<file path="config.mk">
export PLATFORM = sky130hd
export DESIGN_NAME = tw_cfg_guard
export DESIGN_NICKNAME = d
export VERILOG_FILES = /design/src/rtl/tw_cfg_pkg.sv /design/src/rtl/tw_cfg_reg.sv /design/src/rtl/tw_acc_gate.sv /design/src/rtl/tw_rd_mux.sv /design/src/rtl/tw_cfg_guard.sv
export SDC_FILE = /design/constraint.sdc
export NUM_CORES = 1
export LEC_CHECK = 0
export BUFFER_PORTS_ARGS = -buffer_cell sky130_fd_sc_hd__buf_2
export CAP_MARGIN = 10
export CORE_UTILIZATION = 37
export CTS_CLUSTER_SIZE = 8
export DETAILED_ROUTE_END_ITERATION = 7
export PLACE_DENSITY_LB_ADDON = 0.1
export SLEW_MARGIN = 20
export SYNTH_ARGS = -nofsm -noshare
export SYNTH_HDL_FRONTEND = slang
export SYNTH_SLANG_ARGS = --single-unit
</file>
<file path="constraint.sdc">
create_clock -name clk_i -period 2 [get_ports clk_i]
set_clock_uncertainty 0.05 [all_clocks]
set_input_delay 0.3 -clock clk_i [delete_from_list [all_inputs] [get_ports clk_i]]
set_output_delay 0.3 -clock clk_i [all_outputs]
set_load 0.1 [all_outputs]
</file>
<file path="src/rtl/tw_cfg_pkg.sv">
package tw_cfg_pkg;
  localparam int unsigned DW    = 8;
  localparam int unsigned AW    = 3;
  localparam int unsigned NREG  = 6;
  localparam int unsigned NLOCK = 4;

  typedef enum logic [1:0] {
    MODE_ACTIVE = 2'b00,
    MODE_SAVE   = 2'b01,
    MODE_IDLE   = 2'b10,
    MODE_HALT   = 2'b11
  } pmode_e;

  localparam int unsigned A_CFG = 0;
  localparam int unsigned A_PRE = 1;
  localparam int unsigned A_RLD = 2;
  localparam int unsigned A_TCS = 3;
  localparam int unsigned A_WDC = 4;
  localparam int unsigned A_SVC = 5;

  localparam int unsigned B_LCFG   = 0;
  localparam int unsigned B_LPRE   = 1;
  localparam int unsigned B_LTMR   = 2;
  localparam int unsigned B_LWDC   = 3;
  localparam int unsigned B_CLKSEL = 4;
  localparam int unsigned B_SVCSEL = 5;

  localparam logic [DW-1:0] CFG_WMASK = 8'h3F;

  // lock bit guarding each address, -1 when unguarded
  function automatic int lock_bit(int unsigned a);
    case (a)
      A_CFG:        return int'(B_LCFG);
      A_PRE:        return int'(B_LPRE);
      A_RLD, A_TCS: return int'(B_LTMR);
      A_WDC:        return int'(B_LWDC);
      default:      return -1;
    endcase
  endfunction
endpackage

</file>
<file path="src/rtl/tw_cfg_reg.sv">
module tw_cfg_reg
  import tw_cfg_pkg::*;
#(
  parameter int unsigned W = DW,
  parameter logic [W-1:0] WMASK = CFG_WMASK
) (
  input  logic         clk_i,
  input  logic         rst_ni,
  input  logic         we_i,
  input  logic [W-1:0] wdata_i,
  output logic [W-1:0] cfg_o
);
  logic [W-1:0] cfg_q;

  // set-only: bits accumulate until reset
  always_ff @(posedge clk_i or negedge rst_ni) begin
    if (!rst_ni)   cfg_q <= '0;
    else if (we_i) cfg_q <= cfg_q | (wdata_i & WMASK);
  end

  assign cfg_o = cfg_q;

  AST_SET_ONLY: assert property (@(posedge clk_i) disable iff (!rst_ni)
    (($past(cfg_q) & ~cfg_q) == '0));

  AST_SELF_LOCK_FREEZE: assert property (@(posedge clk_i) disable iff (!rst_ni)
    $past(cfg_q[B_LCFG]) |-> $stable(cfg_q));

  AST_RSVD_ZERO: assert property (@(posedge clk_i) disable iff (!rst_ni)
    ((cfg_q & ~WMASK) == '0));
endmodule

</file>
<file path="src/rtl/tw_acc_gate.sv">
module tw_acc_gate
  import tw_cfg_pkg::*;
#(
  parameter int unsigned N  = NREG,
  parameter int unsigned A  = AW,
  parameter int unsigned NL = NLOCK
) (
  input  logic [1:0]    mode_i,
  input  logic [A-1:0]  addr_i,
  input  logic          wr_i,
  input  logic [NL-1:0] lock_i,
  output logic [N-1:0]  we_o,
  output logic          rd_ok_o
);
  logic          active;
  logic [N-1:0]  permit;

  assign active = (mode_i == MODE_ACTIVE);

  for (genvar k = 0; k < N; k++) begin : g_reg
    localparam int LB = lock_bit(k);
    logic locked;
    logic mode_ok;
    if (LB >= 0) begin : g_lk
      assign locked = lock_i[LB];
    end else begin : g_nolk
      assign locked = 1'b0;
    end
    if (k == A_SVC) begin : g_any_mode
      assign mode_ok = 1'b1;
    end else begin : g_act_only
      assign mode_ok = active;
    end
    assign permit[k] = (addr_i == A'(k)) && mode_ok && !locked;
  end

  assign we_o    = permit & {N{wr_i}};
  assign rd_ok_o = |permit;
endmodule

</file>
<file path="src/rtl/tw_rd_mux.sv">
module tw_rd_mux
  import tw_cfg_pkg::*;
#(
  parameter int unsigned N = NREG,
  parameter int unsigned A = AW,
  parameter int unsigned W = DW
) (
  input  logic             rd_ok_i,
  input  logic [A-1:0]     addr_i,
  input  logic [W-1:0]     cfg_i,
  input  logic [(N-1)*W-1:0] slots_i,
  output logic [W-1:0]     rdata_o
);
  logic [W-1:0] slot [N];

  assign slot[0] = cfg_i;
  for (genvar k = 1; k < N; k++) begin : g_slot
    assign slot[k] = slots_i[(k-1)*W +: W];
  end

  always_comb begin
    rdata_o = '0;
    if (rd_ok_i) begin
      for (int k = 0; k < N; k++) begin
        if (addr_i == A'(k)) rdata_o = slot[k];
      end
    end
  end
endmodule

</file>
<file path="src/rtl/tw_cfg_guard.sv">
module tw_cfg_guard
  import tw_cfg_pkg::*;
#(
  parameter int unsigned DATA_W = DW,
  parameter int unsigned ADDR_W = AW,
  parameter int unsigned N_REG  = NREG,
  localparam int unsigned SLOT_W = (N_REG - 1) * DATA_W
) (
  input  logic              clk_i,
  input  logic              rst_ni,
  input  logic [1:0]        mode_i,
  input  logic [ADDR_W-1:0] bus_addr_i,
  input  logic              bus_wr_i,
  input  logic [DATA_W-1:0] bus_wdata_i,
  input  logic [SLOT_W-1:0] reg_rdata_i,
  output logic [DATA_W-1:0] bus_rdata_o,
  output logic [N_REG-1:0]  reg_we_o,
  output logic              wd_clk_sel_o,
  output logic              svc_match_mode_o
);
  logic [DATA_W-1:0] cfg;
  logic              rd_ok;

  tw_acc_gate #(.N(N_REG), .A(ADDR_W), .NL(NLOCK)) i_gate (
    .mode_i  (mode_i),
    .addr_i  (bus_addr_i),
    .wr_i    (bus_wr_i),
    .lock_i  (cfg[NLOCK-1:0]),
    .we_o    (reg_we_o),
    .rd_ok_o (rd_ok)
  );

  tw_cfg_reg #(.W(DATA_W), .WMASK(CFG_WMASK)) i_cfg (
    .clk_i   (clk_i),
    .rst_ni  (rst_ni),
    .we_i    (reg_we_o[A_CFG]),
    .wdata_i (bus_wdata_i),
    .cfg_o   (cfg)
  );

  tw_rd_mux #(.N(N_REG), .A(ADDR_W), .W(DATA_W)) i_rd (
    .rd_ok_i (rd_ok),
    .addr_i  (bus_addr_i),
    .cfg_i   (cfg),
    .slots_i (reg_rdata_i),
    .rdata_o (bus_rdata_o)
  );

  assign wd_clk_sel_o     = cfg[B_CLKSEL];
  assign svc_match_mode_o = cfg[B_SVCSEL];

  AST_LOCK_PRE: assert property (@(posedge clk_i) disable iff (!rst_ni)
    cfg[B_LPRE] |-> !reg_we_o[A_PRE]);
  AST_LOCK_TMR: assert property (@(posedge clk_i) disable iff (!rst_ni)
    cfg[B_LTMR] |-> !(reg_we_o[A_RLD] || reg_we_o[A_TCS]));
  AST_LOCK_WDC: assert property (@(posedge clk_i) disable iff (!rst_ni)
    cfg[B_LWDC] |-> !reg_we_o[A_WDC]);
  AST_LOCK_CFG_RD: assert property (@(posedge clk_i) disable iff (!rst_ni)
    (cfg[B_LCFG] && bus_addr_i == ADDR_W'(A_CFG)) |-> (bus_rdata_o == '0));
  AST_MODE_GATE: assert property (@(posedge clk_i) disable iff (!rst_ni)
    (mode_i != MODE_ACTIVE) |-> ((reg_we_o & ~(N_REG'(1) << A_SVC)) == '0));
  AST_WE_NEEDS_WR: assert property (@(posedge clk_i) disable iff (!rst_ni)
    (reg_we_o != '0) |-> (bus_wr_i && $onehot0(reg_we_o)));
  AST_BAD_ADDR: assert property (@(posedge clk_i) disable iff (!rst_ni)
    (bus_addr_i >= ADDR_W'(N_REG)) |-> (reg_we_o == '0 && bus_rdata_o == '0));
endmodule

</file>
==> metrics.md <==
| Metric | Value |
|---|---|
| CTS Sinks | `6` |
| Share of cells above drive strength 1 | `0.6836` |
| Gr ovfl total | `0` |
| Main combinational cell family by area after synthesis | `compound AO/OA/AOI/OAI gates` |
| Drt wl/cell | `17.78 um` |
| Sw Ratio | `0.4306` |
| Final Setup Violations | `8` |
| R2R Path End | `i_cfg.cfg_o[4]$_DFFE_PN0P_` |
| Status | `finished with violations` |
| RSZ-0062 raised after global routing | `yes` |
| Area share of and/or/nand/nor cells after synthesis | `0.2043` |
| Slew headroom | `0.5882` |
| Critical path required time | `1.65 ns` |
| # diodes | `0` |
| Core area | `2002 um2` |
| Crit start category | `flop` |
| CTS tree | `done` |
| Adder-Cell Fraction of Synth Area | `0` |
| Synth top area share | `0.1858` |
| GRT Overall Usage | `0.3305` |
| Dpl hpwl | `2679 um` |
| Detailed Routing Iterations Pass 1 | `4` |
| Post-layout util | `0.8969` |
| First-pass GRT wire length | `5878 um` |
| Largest net degree at the start of global routing | `18` |
| Clock network fraction of total power | `0.218` |
| Hold Startpoint | `bus_wdata_i[5]` |
| Die X | `48.74 um` |
| Fin worst setup slack | `-0.1700 ns` |
| Worst r2r src | `i_cfg.cfg_o[0]$_DFFE_PN0P_` |
| Worst hold path type | `in -> reg` |
| WHS Endpoint | `i_cfg.cfg_o[5]$_DFFE_PN0P_` |
| Crit. End Element | `primary output` |
| Clock transition at path regs | `0.05 ns` |
| Cell variety after synth | `32` |
| Synth Register Bits | `6` |
| Vias per cell | `5.789` |
| Placed cells | `197` |
| Synth area leader | `dfrtp_1` |
| Compound-Gate Fraction of Synth Area | `0.3545` |
| Number of cells on the worst reg-to-reg path | `4` |
| Max reg flops | `6` |
| Routed wire length | `3628 um` |
| Non-Filler Instances | `204` |
| DRC | `0` |
| Nets | `234` |
| Top-Level Pins | `72` |
| Final hold vios | `0` |
| Failing checks | `setup timing` |
| Synthesized Nets | `152` |
| Gp weighted congestion | `0.8099` |
| Lkg Pwr | `0.9007 nW` |
| Top_reg_cell synth | `dfrtp_1` |
| Vias in the first global route | `1245` |
| Hold depth | `2` |
| CP Data Arrival Time | `1.82 ns` |
| Cts bufs inserted | `3` |
| Power Density | `348.7 nW/um2` |
| Comb pwr share | `0.586` |
| Reg-to-reg slack, setup | `0.62 ns` |
| Max Cap Viol | `0` |
| Most numerous cell in the Yosys netlist | `mux2i_1` |
| FMAX | `460.8 MHz` |
| Fill cells | `95` |
| Register area share after synthesis | `0.1858` |
| Final period util | `1.085` |
| Post-synthesis mux area share | `0.1780` |
| Sequential Power Share | `0.196` |
| Dominant cells by area after synthesis | `dfrtp_1 19%, mux2i_1 14%, a21o_1 6.5%` |
| Yosys warns | `0` |
| Worst skew pair latency | `0.27 ns` |
| Switch Pwr | `269.6 uW` |
| Port-buffer cells | `69` |
| Initial antenna violation count | `0` |
| H-Tree Depth | `1` |
| Slew Limit Fails | `0` |
| Initial Util | `0.4037` |
| Mapped cell area | `808.3 um2` |
| Post-synth EDFFs | `0` |
| Post-layout min period | `2.170 ns` |
| Max FO, Critical Path | `8` |
| Post-route ant nets | `0` |
| Int Power | `356.5 uW` |
| Vias after detailed routing | `1181` |
| Crit Path Class | `reg -> out` |
| Syn Area/Cell | `8.420 um2` |
| Mapped Cells | `96` |
| Die Area | `2376 um2` |
| Synth cell count leaders | `11 x mux2i_1, 7 x a21o_1, 7 x nor2_1` |
| Maximum clock path buffer count | `2` |
| Std cell rows | `16` |
| Clock root cell | `clkbuf_4` |
| Peak supply drop | `0.0005040 V` |
| DRT iter0 DRCs | `19` |
| Ys async rst share | `1.000` |
| Post-Synth XOR/XNOR Area | `0` |
| Worst Tran Pin Value | `0.6153 ns` |
| Die Ht | `48.74 um` |
| Synth-to-Final Area Change | `122.1%` |
-- layer usage --
| metal | global-route usage | wire, um | vias up |
|---|---|---|---|
| li1 | - | - | 531 |
| met2 | 0.6250 | 2000 | 76 |
| met5 | 0 | 0 | - |
| met3 | 0.05346 | 226 | 12 |
| met4 | 0.1618 | 110 | 0 |
| met1 | 0.3480 | 1291 | 562 |
-- layout make-up --
class | instances | area [um2] | area share
clock buffer | 4 | 26.28 | 0.01463
inverter | 4 | 15.01 | 0.008362
multi-input combinational | 78 | 859.6 | 0.4787
sequential | 6 | 157.7 | 0.08780
tap | 27 | 33.78 | 0.01882
timing repair buffer | 85 | 703.2 | 0.3916
-- timing repair --
item,CTS,global route
setup buffers,2,0
hold endpoints to repair,6,0
pin swaps,5,3
resized for setup,2,2
setup endpoints to repair,9,9
hold buffers,1,0
-- kinds of logic (layout without fill, tap and decap cells) --
| logic type | Yosys count | count (layout) |
|---|---|---|
| compound gates | 36 | 36 |
| flops | 6 | 6 |
| simple gates | 28 | 28 |
| buf+inv | 12 | 93 |
| mux | 14 | 14 |
-- per-stage QoR --
step           TNS [ns]  setup slack (ns)  total power, mW  hold WS (ns)  area (um2)
6_report        -0.9312           -0.1700           0.6261        0.1847        1795
2_1_floorplan    -2.058           -0.2236           0.3493      -0.04559        1100
5_1_grt          -1.477           -0.2476           0.6506        0.1898        1795
4_1_cts          -1.137           -0.1857           0.6235        0.1798        1785
3_3_place_gp     -1.336           -0.1896           0.4660       0.07365        1712
3_5_place_dp     -1.644           -0.2276           0.4777       0.07936        1712
-- worst max-delay path by stage --
stage / from / to / slack, ns
floorplan: bus_addr_i[2] / bus_rdata_o[0] / -0.22
CTS: i_cfg.cfg_o[3]$_DFFE_PN0P_ / bus_rdata_o[3] / -0.19
global placement: bus_addr_i[1] / bus_rdata_o[7] / -0.19
detailed placement: bus_addr_i[1] / bus_rdata_o[3] / -0.23
finish: i_cfg.cfg_o[3]$_DFFE_PN0P_ / bus_rdata_o[3] / -0.17
global route: i_cfg.cfg_o[3]$_DFFE_PN0P_ / bus_rdata_o[3] / -0.25
-- critical path: stages, from the launching register on --
cell and delay (ns):
dfrtp_1 0.42, nor4b_4 0.32, o31ai_4 0.10, buf_12 0.18, a221oi_4 0.32, buf_12 0.21
-- cell usage in the layout, fill, tap and decap left out, types with 2 or more instances in the layout --
cell type and count:
clkbuf_4 3, a211oi_4 5, mux2i_1 11, nand2_1 6, o21ai_0 2, dfrtp_1 4, nor2_2 4, o21bai_1 5
buf_4 13, a21o_1 7, mux2_2 3, inv_1 4, buf_2 55, a221oi_4 3, nor4_4 3, buf_12 16
a22o_1 5, nor2_1 2, o2bb2ai_2 5, dfrtp_4 2
-- power groups by stage --
stage | sequential (mW) | clock, mW | combinational (mW)
5_1_grt | 0.123 | 0.142 | 0.386
3_3_place_gp | 0.125 | 0 | 0.341
2_1_floorplan | 0.127 | 0 | 0.223
4_1_cts | 0.123 | 0.140 | 0.360
6_report | 0.123 | 0.136 | 0.367
3_5_place_dp | 0.125 | 0 | 0.353
Power figures use the tool's default switching activity.
